===== src/rtl/rtc_regport_pkg.sv =====
package rtc_regport_pkg;
  typedef struct packed {
    logic pf;
    logic af;
    logic uf;
  } rtc_flags_t;
endpackage


===== src/rtl/rtc_index_reg.sv =====
module rtc_index_reg #(
  parameter int unsigned DW = 8
) (
  input  logic          clk_i,
  input  logic          rst_ni,
  input  logic          load_i,
  input  logic [DW-1:0] d_i,
  output logic [DW-1:0] idx_o
);
  always_ff @(posedge clk_i or negedge rst_ni) begin
    if (!rst_ni)     idx_o <= '0;
    else if (load_i) idx_o <= d_i;
  end
endmodule


===== src/rtl/rtc_flag_reg.sv =====
module rtc_flag_reg
  import rtc_regport_pkg::*;
(
  input  logic       clk_i,
  input  logic       rst_ni,
  input  rtc_flags_t set_i,
  input  logic       clr_i,
  input  rtc_flags_t en_i,
  output rtc_flags_t flags_o,
  output logic       irqf_o
);
  // set beats clear so an event arriving during the read is kept
  always_ff @(posedge clk_i or negedge rst_ni) begin
    if (!rst_ni) flags_o <= '0;
    else         flags_o <= (clr_i ? rtc_flags_t'('0) : flags_o) | set_i;
  end

  assign irqf_o = |(flags_o & en_i);
endmodule


===== src/rtl/rtc_nvram.sv =====
module rtc_nvram #(
  parameter int unsigned DW    = 8,
  parameter int unsigned BASE  = 14,
  parameter int unsigned BYTES = 50
) (
  input  logic          clk_i,
  input  logic          wr_i,
  input  logic [DW-1:0] idx_i,
  input  logic [DW-1:0] wdata_i,
  output logic          hit_o,
  output logic [DW-1:0] rdata_o
);
  localparam int unsigned AW = $clog2(BYTES);
  localparam logic [DW-1:0] BASE_V = DW'(BASE);
  localparam logic [DW-1:0] LAST_V = DW'(BASE + BYTES - 1);

  logic [DW-1:0] mem_q [BYTES];
  logic [DW-1:0] off;

  assign off   = idx_i - BASE_V;
  assign hit_o = (idx_i >= BASE_V) && (idx_i <= LAST_V);

  // battery-backed contents: no reset
  always_ff @(posedge clk_i) begin
    if (wr_i && hit_o) mem_q[off[AW-1:0]] <= wdata_i;
  end

  assign rdata_o = hit_o ? mem_q[off[AW-1:0]] : '0;
endmodule


===== src/rtl/rtc_regport.sv =====
module rtc_regport
  import rtc_regport_pkg::*;
#(
  parameter int unsigned DW        = 8,
  parameter int unsigned TOD_REGS  = 10,
  parameter int unsigned RAM_BYTES = 50
) (
  input  logic                        clk_i,
  input  logic                        rst_ni,
  input  logic                        bus_wr_i,
  input  logic                        bus_rd_i,
  input  logic                        data_port_i,
  input  logic [DW-1:0]               bus_wdata_i,
  output logic [DW-1:0]               bus_rdata_o,
  input  logic                        uip_i,
  input  logic                        vrt_i,
  input  logic                        uf_set_i,
  input  logic                        af_set_i,
  input  logic                        pf_set_i,
  output logic [$clog2(TOD_REGS)-1:0] tod_idx_o,
  output logic                        tod_wr_o,
  output logic [DW-1:0]               tod_wdata_o,
  input  logic [DW-1:0]               tod_rdata_i,
  output logic [DW-2:0]               ctrl_a_o,
  output logic [DW-1:0]               ctrl_b_o,
  output logic                        irq_o
);
  localparam int unsigned TW = $clog2(TOD_REGS);
  localparam logic [DW-1:0] IDX_TOD_END = DW'(TOD_REGS);
  localparam logic [DW-1:0] IDX_A = DW'(TOD_REGS);
  localparam logic [DW-1:0] IDX_B = DW'(TOD_REGS + 1);
  localparam logic [DW-1:0] IDX_C = DW'(TOD_REGS + 2);
  localparam logic [DW-1:0] IDX_D = DW'(TOD_REGS + 3);
  localparam int unsigned RAM_BASE = TOD_REGS + 4;

  logic [DW-1:0] idx_q;
  logic          data_wr, data_rd;
  logic          sel_tod;
  logic [DW-2:0] ctrl_a_q;
  logic [DW-1:0] ctrl_b_q;
  rtc_flags_t    flags, flag_set, flag_en;
  logic          irqf;
  logic          ram_hit;
  logic [DW-1:0] ram_rdata;
  logic [DW-1:0] rdata;

  assign data_wr = bus_wr_i & data_port_i;
  assign data_rd = bus_rd_i & data_port_i;
  assign sel_tod = idx_q < IDX_TOD_END;

  rtc_index_reg #(.DW(DW)) u_index (
    .clk_i  (clk_i),
    .rst_ni (rst_ni),
    .load_i (bus_wr_i & ~data_port_i),
    .d_i    (bus_wdata_i),
    .idx_o  (idx_q)
  );

  always_ff @(posedge clk_i or negedge rst_ni) begin
    if (!rst_ni) begin
      ctrl_a_q <= '0;
      ctrl_b_q <= '0;
    end else if (data_wr) begin
      if (idx_q == IDX_A) ctrl_a_q <= bus_wdata_i[DW-2:0];
      if (idx_q == IDX_B) ctrl_b_q <= bus_wdata_i;
    end
  end

  assign flag_set = '{pf: pf_set_i, af: af_set_i, uf: uf_set_i};
  assign flag_en  = '{pf: ctrl_b_q[6], af: ctrl_b_q[5], uf: ctrl_b_q[4]};

  rtc_flag_reg u_flags (
    .clk_i   (clk_i),
    .rst_ni  (rst_ni),
    .set_i   (flag_set),
    .clr_i   (data_rd && (idx_q == IDX_C)),
    .en_i    (flag_en),
    .flags_o (flags),
    .irqf_o  (irqf)
  );

  rtc_nvram #(.DW(DW), .BASE(RAM_BASE), .BYTES(RAM_BYTES)) u_ram (
    .clk_i   (clk_i),
    .wr_i    (data_wr),
    .idx_i   (idx_q),
    .wdata_i (bus_wdata_i),
    .hit_o   (ram_hit),
    .rdata_o (ram_rdata)
  );

  always_comb begin
    rdata = '0;
    if (sel_tod)              rdata = tod_rdata_i;
    else if (idx_q == IDX_A)  rdata = {uip_i, ctrl_a_q};
    else if (idx_q == IDX_B)  rdata = ctrl_b_q;
    else if (idx_q == IDX_C)  rdata = {irqf, flags.pf, flags.af, flags.uf, {(DW-4){1'b0}}};
    else if (idx_q == IDX_D)  rdata = {vrt_i, {(DW-1){1'b0}}};
    else if (ram_hit)         rdata = ram_rdata;
  end

  assign bus_rdata_o = rdata;
  assign tod_idx_o   = idx_q[TW-1:0];
  assign tod_wr_o    = data_wr & sel_tod;
  assign tod_wdata_o = bus_wdata_i;
  assign ctrl_a_o    = ctrl_a_q;
  assign ctrl_b_o    = ctrl_b_q;
  assign irq_o       = irqf;
endmodule


===== config.mk =====
export PLATFORM = sky130hd
export DESIGN_NAME = rtc_regport
export DESIGN_NICKNAME = d
export VERILOG_FILES = /design/src/rtl/rtc_regport_pkg.sv /design/src/rtl/rtc_index_reg.sv /design/src/rtl/rtc_flag_reg.sv /design/src/rtl/rtc_nvram.sv /design/src/rtl/rtc_regport.sv
export SDC_FILE = /design/constraint.sdc
export NUM_CORES = 1
export LEC_CHECK = 0
export BUFFER_PORTS_ARGS = -buffer_cell sky130_fd_sc_hd__buf_2
export CAP_MARGIN = 0
export CORE_UTILIZATION = 40
export DETAILED_ROUTE_END_ITERATION = 12
export PLACE_DENSITY = 0.53
export SYNTH_ARGS = -nofsm -noshare
export SYNTH_HDL_FRONTEND = slang
export SYNTH_SLANG_ARGS = --single-unit
export TNS_END_PERCENT = 10

===== constraint.sdc =====
create_clock -name clk_i -period 3.31 [get_ports clk_i]
set_clock_uncertainty 0.2 [all_clocks]
set_input_delay 0.1655 -clock clk_i [delete_from_list [all_inputs] [get_ports clk_i]]
set_output_delay 0.1655 -clock clk_i [all_outputs]
set_load 0.02 [all_outputs]

## Word level (Yosys, flattened, before mapping)

Memories as Yosys holds them, arrays and structs flattened.
Cells that the tools add are included.

| storage, ports and cells | value |
|---|---|
| word-level logic and storage cells | 37 |
| RAM bits | 400 |
| bits in registers | 26 |
| input port bits | 26 |
| memories kept | 1 |

Memories:

| memory | depth | bits a word | read ports | clocked after Yosys merged registers in | wr ports | line | text |
|---|---|---|---|---|---|---|---|
| u_ram.mem_q | 50 | 8 | 1 | 0 | 1 | rtc_nvram.sv:17 | `logic [DW-1:0] mem_q [BYTES];` |

| operators by class | value |
|---|---|
| add/subtract/negate cells | 1 |
| equal/unequal tests | 4 |
| muxes and demuxes | 9 |
| reduce and logical (&&, ||, !) cells | 6 |
| bitwise logic cells | 7 |
| $lt $le $gt $ge | 3 |

Operator list:

| operator | number |
|---|---|
| $mux 8 | 6 |
| $eq 8x4->1 const B | 4 |
| $ge 8x4->1 const B | 1 |
| $le 8x6->1 const B | 1 |
| $lt 8x4->1 const B | 1 |
| $sub 6x4->6 const B | 1 |
| $and 1x1->1 | 4 |
| $reduce_and 2->1 | 2 |
| $and 3x3->3 | 1 |
| $logic_and 1x1->1 | 3 |
| $mux 3 | 1 |
| $or 3x3->3 | 1 |
| $reduce_or 3->1 | 1 |
| $mux 1 | 2 |
| $not 1->1 | 1 |

## Logic depth before layout (Yosys ltp)

Gate-level depths: netlist of the first run.

| logic depth | value |
|---|---|
| depth after elaboration | 8 |
| mapped depth | 12 |
| depth with buffers taken out | 8 |

## Modules after synthesis

A second synthesis of the first run with hierarchy kept.

| unflattened totals | value |
|---|---|
| cells, all modules | 913 |
| area, all modules | 17,456.7 µm² |

By module, submodules not included:

| module | cells each | times used | area each (µm²) | sequential area each (µm²) |
|---|---|---|---|---|
| rtc_nvram | 757 | 1 | 15,896.5 | 12,011.5 |
| rtc_regport | 130 | 1 | 1,113.6 | 375.4 |
| rtc_index_reg | 17 | 1 | 331.6 | 200.2 |
| rtc_flag_reg | 9 | 1 | 115.1 | 75.1 |

## Worst setup path before layout of the first run

Ideal clock, no wire load.

| timing path | value |
|---|---|
| path kind | reg2out |
| from | reg u_index.idx_o[1] |
| to | out bus_rdata_o[7] |
| cell stages (with the launch flop) | 13 |
| arrival time | 2.894 ns |
| slack | 0.050 ns |
| cell sequence | dfrtp_1 > buf_4 > inv_2 > clkbuf_1 > ha_1 > buf_2 > buf_4 > buf_2 > o21ai_0 > o21ai_0 > a211oi_1 > nor4_1 > a211oi_1 |

| between the ends | value |
|---|---|
| word-level cells in the longest chain between the ends | 8 |

Ends and longest elaborated chain:

| item | line | text |
|---|---|---|
| from (decl) | rtc_index_reg.sv:8 | `output logic [DW-1:0] idx_o` |
| from (signal assigned) | rtc_index_reg.sv:12 | `else if (load_i) idx_o <= d_i;` |
| $sub 6x4->6, or another cell as far along | rtc_nvram.sv:20 | `assign off = idx_i - BASE_V;` |
| $mem_v2 50x8 / $logic_and 1x1->1 (equally long branches) | - |  |
| $mux 8 | rtc_regport.sv:98 | `else if (ram_hit) rdata = ram_rdata;` |
| $mux 8 | rtc_regport.sv:97 | `else if (idx_q == IDX_D) rdata = {vrt_i, {(DW-1){1'b0}}};` |
| $mux 8 | rtc_regport.sv:96 | `else if (idx_q == IDX_C) rdata = {irqf, flags.pf, flags.af, flags.uf, {(DW-4){1'b0}}};` |
| $mux 8 | rtc_regport.sv:95 | `else if (idx_q == IDX_B) rdata = ctrl_b_q;` |
| $mux 8 | rtc_regport.sv:94 | `else if (idx_q == IDX_A) rdata = {uip_i, ctrl_a_q};` |
| $mux 8 * | rtc_regport.sv:93 | `if (sel_tod) rdata = tod_rdata_i;` |
| to (decl) | rtc_regport.sv:14 | `output logic [DW-1:0] bus_rdata_o,` |

Mark *: on every way between the ends. The rest lies on a longest branch, timed or not.

## Worst setup path after layout of the first run

| timing path | value |
|---|---|
| from | reg u_index.idx_o[1] |
| to | out bus_rdata_o[5] |

The elaborated chain is that of the path after synthesis.

==> results of run 1 <==
per-layer routing:
metal | global-route usage | share of wire | up-vias
met1 | 0.305 | 0.46 | 5081
met5 | 0 | 0 | -
met4 | 0.0615 | 0.025 | 0
met3 | 0.0334 | 0.052 | 65
met2 | 0.335 | 0.47 | 273
li1 | - | - | 4316
kinds of logic after synthesis:
family | share of synthesized area
xor+xnor | 0.000995
fa+ha+maj | 0.00355
buf+inv | 0.0258
compound gates | 0.0462
mux | 0.155
flops | 0.719
simple gates | 0.0497
registers in the layout, indices dropped and copies added (netlist names):
name             flops
u_ram.mem_q        400
u_flags.flags_o      3
ctrl_a_o             7
u_index.idx_o        8
ctrl_b_o             8
worst max-delay path by stage:
stage,from,end,slack [ns],cells past startpoint
6_report,u_index.idx_o[1],bus_rdata_o[5],-0.11,9
5_1_grt,u_index.idx_o[1],bus_rdata_o[1],-0.22,9
4_1_cts,u_index.idx_o[1],bus_rdata_o[0],-0.13,11
3_5_place_dp,u_index.idx_o[2],bus_rdata_o[1],0.22,10
3_3_place_gp,u_index.idx_o[1],bus_rdata_o[1],0.25,9
2_1_floorplan,u_index.idx_o[1],bus_rdata_o[7],0.05,12
cell type report:
class                           instances  area [µm²]  share of cell area
Timing Repair Buffer                  212        1760              0.0816
Sequential cell                       426       12700               0.587
Multi-Input combinational cell        480        4880               0.226
Clock inverter                         23         225              0.0104
Antenna cell                            1        2.50            0.000116
Tap cell                              585         732              0.0339
Inverter                                5        21.3            0.000985
Clock buffer                           61        1300              0.0602
metrics by stage:
step           std cells  total power (W)  setup WS, ns
2_1_floorplan        977          0.00721        0.0501
4_1_cts             1785           0.0134        -0.126
5_1_grt             1792           0.0138        -0.222
3_3_place_gp        1669          0.00793         0.251
3_5_place_dp        1669          0.00793         0.218
6_report            1793           0.0134        -0.111
Yosys cell counts, types with 2 or more instances:
| cell type | n |
|---|---|
| edfxtp_1 | 400 |
| mux4_2 | 75 |
| nor2_1 | 74 |
| mux2i_1 | 70 |
| nand2_1 | 42 |
| mux2_2 | 30 |
| buf_2 | 27 |
| dfrtp_1 | 26 |
| buf_4 | 21 |
| a21oi_1 | 20 |
| o22ai_1 | 20 |
| o21ai_0 | 19 |
| buf_6 | 10 |
| nor3_1 | 10 |
| a211oi_1 | 7 |
| nor2b_1 | 7 |
| nor4_1 | 7 |
| a22oi_1 | 6 |
| clkbuf_1 | 6 |
| nand3_1 | 6 |
| a21o_1 | 5 |
| a2bb2oi_1 | 5 |
| ha_1 | 5 |
| nand4_1 | 5 |
| o211ai_1 | 5 |
| nand2b_1 | 4 |
| a22o_1 | 3 |
| a31oi_1 | 3 |
| and2_1 | 3 |
| and3_1 | 3 |
| inv_1 | 3 |
| o21ai_1 | 3 |
| o221ai_1 | 3 |
| a211o_1 | 2 |
| a21boi_0 | 2 |
| a221o_1 | 2 |
| a222oi_1 | 2 |
| a32oi_1 | 2 |
| and3b_1 | 2 |
| buf_1 | 2 |
| inv_2 | 2 |
| o21a_1 | 2 |
| o22a_1 | 2 |
| or2_1 | 2 |
| or2_2 | 2 |
what timing repair did:
item,in CTS,in global routing
pin swaps,12,11
endpoints found under the setup margin,8,17
setup buffers,16,6
endpoints found under the hold margin,68,0
resized for setup,62,29
gates cloned,4,1
hold buffers,12,0
report_power, final:
| group | leakage (nW) | switching, W | internal (W) |
|---|---|---|---|
| clock | 0.749 | 0.00206 | 0.00308 |
| combinational | 2.74 | 0.00123 | 0.00103 |
| sequential | 3.92 | 0.0000561 | 0.00593 |
worst register-to-register path, cell delays in order, from the launching register on:
cell	delay, ns
dfrtp_1	0.36
buf_6	0.18
ha_1	0.21
nand2_1	0.12
o21ai_0	0.19
nand3_1	0.17
nor3_4	0.36
nand4_1	0.34
buf_4	0.28
nor2_1	0.08
buf_4	0.19
==> impl_metrics.csv, run 1 <==
group,metric,value,unit
global_routing,grt_pass1_vias,9814,
sta,slew_headroom,0.217,
cts,clock_latency,0.58,ns
final_layout,fin_area,21600,µm²
logic_synthesis,synth_top_area_cell,"edfxtp_1",
logic_synthesis,synth_cells,977,
cts,cts_buffers,47,
cts,cts_root_buf,"clkbuf_16",
worst_setup_path,path_cells,"inv_4, ha_4, buf_8, mux4_2, mux2i_2, o32a_1, o211ai_1, a211o_1, buf_6",
drt,finalWirelength,46100,µm
logic_synthesis,syn_area_per_cell,18.0,µm²
die,io_pins,63,
logic_synthesis,async_flop_share,0.0610,
worst_setup_path,path_max_fanout,7,
run_status,violations,"setup timing",
run_status,status,"finished, violations left",
place,dp_hpwl,28600,µm
sta,timing.fmax,0.292,GHz
sta,worst_pin_slew,1.17,ns
drt,wl_per_cell,25.7,µm
drt,first_iter_violations,939,
drt,antenna_left,0,
sta,finalCritPeriodShare,1.03,
worst_setup_path,endpoint_kind,"primary output",
logic_synthesis,yosys_most_used_dff,"edfxtp_1",
power,ir_drop,350,µV
die,die_h,212,µm
min_path,min_path_cells,3,
drt,vias,9735,
cts,clkTransAtPathRegs,0.07,ns
final_layout,nNetsFinal,1203,
min_path,hold_class,"in2reg",
logic_synthesis,synth_top_area_share,0.682,
place,io_buffers,62,
worst_setup_path,start_kind,"flop",
sta,finalMaxSlewViolations,0,
worst_setup_path,crit_type,"reg2out",
sta,setup_ws,-0.111,ns
global_routing,gr-usage-all-layers,0.212,
logic_synthesis,syn_nets,1008,
sta,rsz0062_at_grt,"yes",
cts,cts_sinks,426,
logic_synthesis,synth_edf_count,400,
logic_synthesis,synth-seq-area-share,0.719,
worst_setup_path,critPathArrivalTime,3.06,ns
cts,h-tree-depth,2,
min_path,min_from,"bus_wdata_i[2]",
global_routing,globalRouteOverflowTotal,0,
worst_setup_path,crit_slowest_cell,"dfrtp_4",
logic_synthesis,netlist_top_cells_area,"edfxtp_1 68%, mux4_2 9.6%, mux2i_1 4.0%, dfrtp_1 3.7%, mux2_2 1.9%",
power,leakagePower,7.41,nW
logic_synthesis,ys_ff_latch,426,
final_layout,area_growth,22.6,%
die,die_x,212,µm
drt,via_per_inst,5.43,
final_layout,final_cell_mix,"400 x edfxtp_1, 117 x buf_4, 75 x mux4_2",
global_routing,antenna_found_initial,0,
drt,drcViolationCount,0,
worst_setup_path,crit_family,"compound AO/OA/AOI/OAI gates",
global_routing,grt_pass1_wl,67900,µm
worst_setup_path,crit_buf_inv,3,
place,placed_area,19200,µm²
sta,fin_hold_ws,0.0913,ns
cts,clockBufferDepth,3,
final_layout,n_fill_cell,3583,
drt,firstDrtPassIters,6,
sta,hold_viol_final,0,
cts,cts_tree,"built",
final_layout,drive_gt1_frac,0.370,
sta,totalNegativeSetupSlack,-0.618,ns
die,core,43300,µm²
worst_setup_path,r2r_slack,0.29,ns
worst_setup_path,cpPeakStageDelay,0.46,ns
sta,setup_viol,8,
min_path,holdPathEnd,"u_index.idx_o[2]",
place,gp_congestion,0.877,
logic_synthesis,yosys_warnings,0,
job,drv_cap,0,
final_layout,fin_util,0.499,
power,p_per_area,619,nW/µm²
die,start_util,0.407,
global_routing,grt_max_degree,55,
die,placementRows,76,
worst_setup_path,r2r_end,"u_ram.mem_q[13][7]",
die,dieArea,44900,µm²
logic_synthesis,synth.cell_area,17600,µm²
logic_synthesis,synth.distinct_cells,65,
sta,fin_crit,3.42,ns
worst_setup_path,r2r.worst_path.cells,10,
worst_setup_path,required,2.94,ns
final_layout,final_common_cell,"edfxtp_1",
worst_setup_path,r2r_start,"u_index.idx_o[2]",
Power figures use the tool's default switching activity.
==> run 2: changes to the inputs <==
--- a/config.mk
+++ b/config.mk
@@ -7,9 +7,12 @@
 export LEC_CHECK = 0
 export BUFFER_PORTS_ARGS = -buffer_cell sky130_fd_sc_hd__buf_2
 export CAP_MARGIN = 0
+export CELL_PAD_IN_SITES_DETAIL_PLACEMENT = 1
+export CELL_PAD_IN_SITES_GLOBAL_PLACEMENT = 1
+export CORE_ASPECT_RATIO = 1.5
 export CORE_UTILIZATION = 40
 export DETAILED_ROUTE_END_ITERATION = 12
-export PLACE_DENSITY = 0.53
+export PLACE_DENSITY = 0.59
 export SYNTH_ARGS = -nofsm -noshare
 export SYNTH_HDL_FRONTEND = slang
 export SYNTH_SLANG_ARGS = --single-unit
==> run 2 against run 1 <==
  * The flow still finishes with violations (setup timing)
  * Register-to-register slack improved by 0.10 ns
  * Final area rose by 1.5%
  * Power fell by 0.90%
  * Die area barely moved
  * Setup slack got worse by 0.052 ns
  * Sequential share of layout area fell by 0.88 points
  * Sequential power barely moved
  * Fmax fell by 1.5%
  * Non-clock buffer count rose by 47
  * Highest routed layer unchanged
==> impl_metrics.csv, run 2 (synthesis results as in run 1) <==
group,metric,value,unit
cts,clockBufferDepth,3,
die,start_util,0.408,
final_layout,area_growth,24.5,%
place,dp.cells,1678,
drt,antenna_left,0,
global_routing,grt_use_met2,0.416,
global_routing,globalRouteOverflowTotal,0,
sta,rsz0062_at_grt,"yes",
place,dp_hpwl,32400,µm
final_layout,largest_register_ffs,400,
place,io_buffers,62,
drt,firstDrtPassIters,5,
final_layout,regArea,12700,µm²
drt,drcViolationCount,0,
worst_setup_path,endpoint_kind,"primary output",
die,die_h,259,µm
drt,first_iter_violations,683,
power,leakagePower,7.57,nW
sta,totalNegativeSetupSlack,-0.780,ns
final_layout,multi_input_area,4980,µm²
power,p_clk_frac,0.354,
final_layout,final_common_cell,"edfxtp_1",
cts,clock_latency,0.55,ns
power,p_comb_frac,0.194,
sta,fin_crit,3.47,ns
cts,clkTransAtPathRegs,0.07,ns
final_layout,nNetsFinal,1244,
sta,slew_headroom,0.221,
place,gp_congestion,0.847,
min_path,hold_class,"in2reg",
worst_setup_path,r2r_slack,0.39,ns
cts,cts_root_buf,"clkbuf_16",
final_layout,n_fill_cell,4046,
power,intPower,0.00982,W
power,p_sw,0.00343,W
die,die_x,173,µm
global_routing,grt_use_met1,0.280,
final_layout,drive_gt1_frac,0.401,
sta,finalMaxSlewViolations,0,
run_status,violations,"setup timing",
drt,finalWirelength,51300,µm
cts,cts_tree,"built",
final_layout,fin_cells,1814,
global_routing,top_usage_layer,"met2",
final_layout,antenna_cells,0,
sta,setup_viol,7,
cts,cts_buffers,41,
power,finalPower,0.0133,W
final_layout,fin_util,0.508,
drt,via_per_inst,5.54,
global_routing,antenna_found_initial,0,
sta,timing.fmax,0.288,GHz
worst_setup_path,critPathArrivalTime,3.11,ns
global_routing,grt_pass1_vias,10900,
die,core,43200,µm²
worst_setup_path,path_max_fanout,8,
sta,setup_ws,-0.163,ns
die,placementRows,93,
cts,h-tree-depth,2,
global_routing,gr-usage-all-layers,0.233,
job,drv_cap,0,
power,p_seq_frac,0.452,
power,p_per_area,604,nW/µm²
sta,worst_pin_slew,1.17,ns
power,ir_drop,314,µV
global_routing,grt_max_degree,55,
worst_setup_path,required,2.94,ns
cts,cts_sinks,426,
worst_setup_path,start_kind,"flop",
die,io_pins,63,
global_routing,grt_pass1_wl,75200,µm
final_layout,final_cell_mix,"400 x edfxtp_1, 158 x buf_4, 75 x mux4_2",
sta,hold_viol_final,0,
worst_setup_path,crit_type,"reg2out",
global_routing,grt_use_met3,0.0327,
sta,finalCritPeriodShare,1.05,
drt,vias,10100,
drt,wl_per_cell,28.3,µm
run_status,status,"finished, violations left",
power,switching_share,0.259,
die,dieArea,44900,µm²
[run 2: changes by cell type in the layout (fill, tap and decap cells not counted), moves of 3 or more]
cell and delta:
clkbuf_8 -3, buf_8 +8, bufbuf_16 -3, buf_12 +4, buf_2 -5, mux2i_1 +3
buf_16 +3, nor2_2 +3, clkbuf_16 -7, buf_4 +41, nor2_1 -3
[run 2: power by group through the flow]
stage	logic, W	clock network [W]	registers, W
finish	0.00257	0.00470	0.00599
global route	0.00270	0.00496	0.00599
CTS	0.00253	0.00480	0.00598
detailed placement	0.00198	0	0.00610
global placement	0.00196	0	0.00610
floorplan	0.00114	0	0.00608
[run 2: worst paths after layout]
| kind | start | endpoint | depth (start not counted) |
|---|---|---|---|
| worst max-delay path | u_index.idx_o[0] | bus_rdata_o[5] | 8 |
| worst min-delay path | bus_wr_i | u_index.idx_o[1] | 4 |
| worst max register to register | u_index.idx_o[1] | u_ram.mem_q[21][1] | 10 |
| worst min register to register | ctrl_b_o[0] | ctrl_b_o[0] | 1 |
| max in group asynchronous | rst_ni | u_index.idx_o[3] | 4 |
| min in group asynchronous | rst_ni | u_index.idx_o[0] | 4 |
[run 2: final cells by class]
cell class | instances | area share
flip-flops and latches | 426 | 0.578
multi-input cells | 480 | 0.227
repair buffers | 259 | 0.101
clock buffers | 51 | 0.0506
well taps | 570 | 0.0325
clock inverters | 23 | 0.0103
inverters | 5 | 0.000970
[run 2: per-layer routing]
| layer | share of wire | wire length (µm) |
|---|---|---|
| met5 | 0 | 0 |
| met4 | 0.044 | 2240 |
| met3 | 0.041 | 2120 |
| met2 | 0.52 | 26800 |
| met1 | 0.39 | 20100 |
[run 2: repair_timing]
item / in CTS / in global routing
setup endpoints to repair: 8 / 8
hold endpoints to repair: 33 / 0
setup buffers: 39 / 10
pin swaps: 27 / 13
gates resized for setup: 126 / 15
gates cloned: 4 / 0
hold buffers: 10 / 0
[run 2: per-stage QoR]
step	setup slack, ns	hold slack [ns]	cell area (µm²)
global placement	-0.0638	0.0222	19300
global route	-0.272	0.0801	21900
finish	-0.163	0.0401	21900
detailed placement	-0.0701	0.0216	19300
floorplan	0.0501	-0.330	17600
CTS	-0.160	0.0321	21800
[run 2: worst max-delay path, cell delays in order, from the launching register on]
cell and delay, ns:
dfrtp_4 0.51, buf_8 0.17, buf_16 0.17, mux4_2 0.53, mux2i_2 0.29, o22ai_2 0.15
o21a_1 0.21, a211o_1 0.35, buf_6 0.16
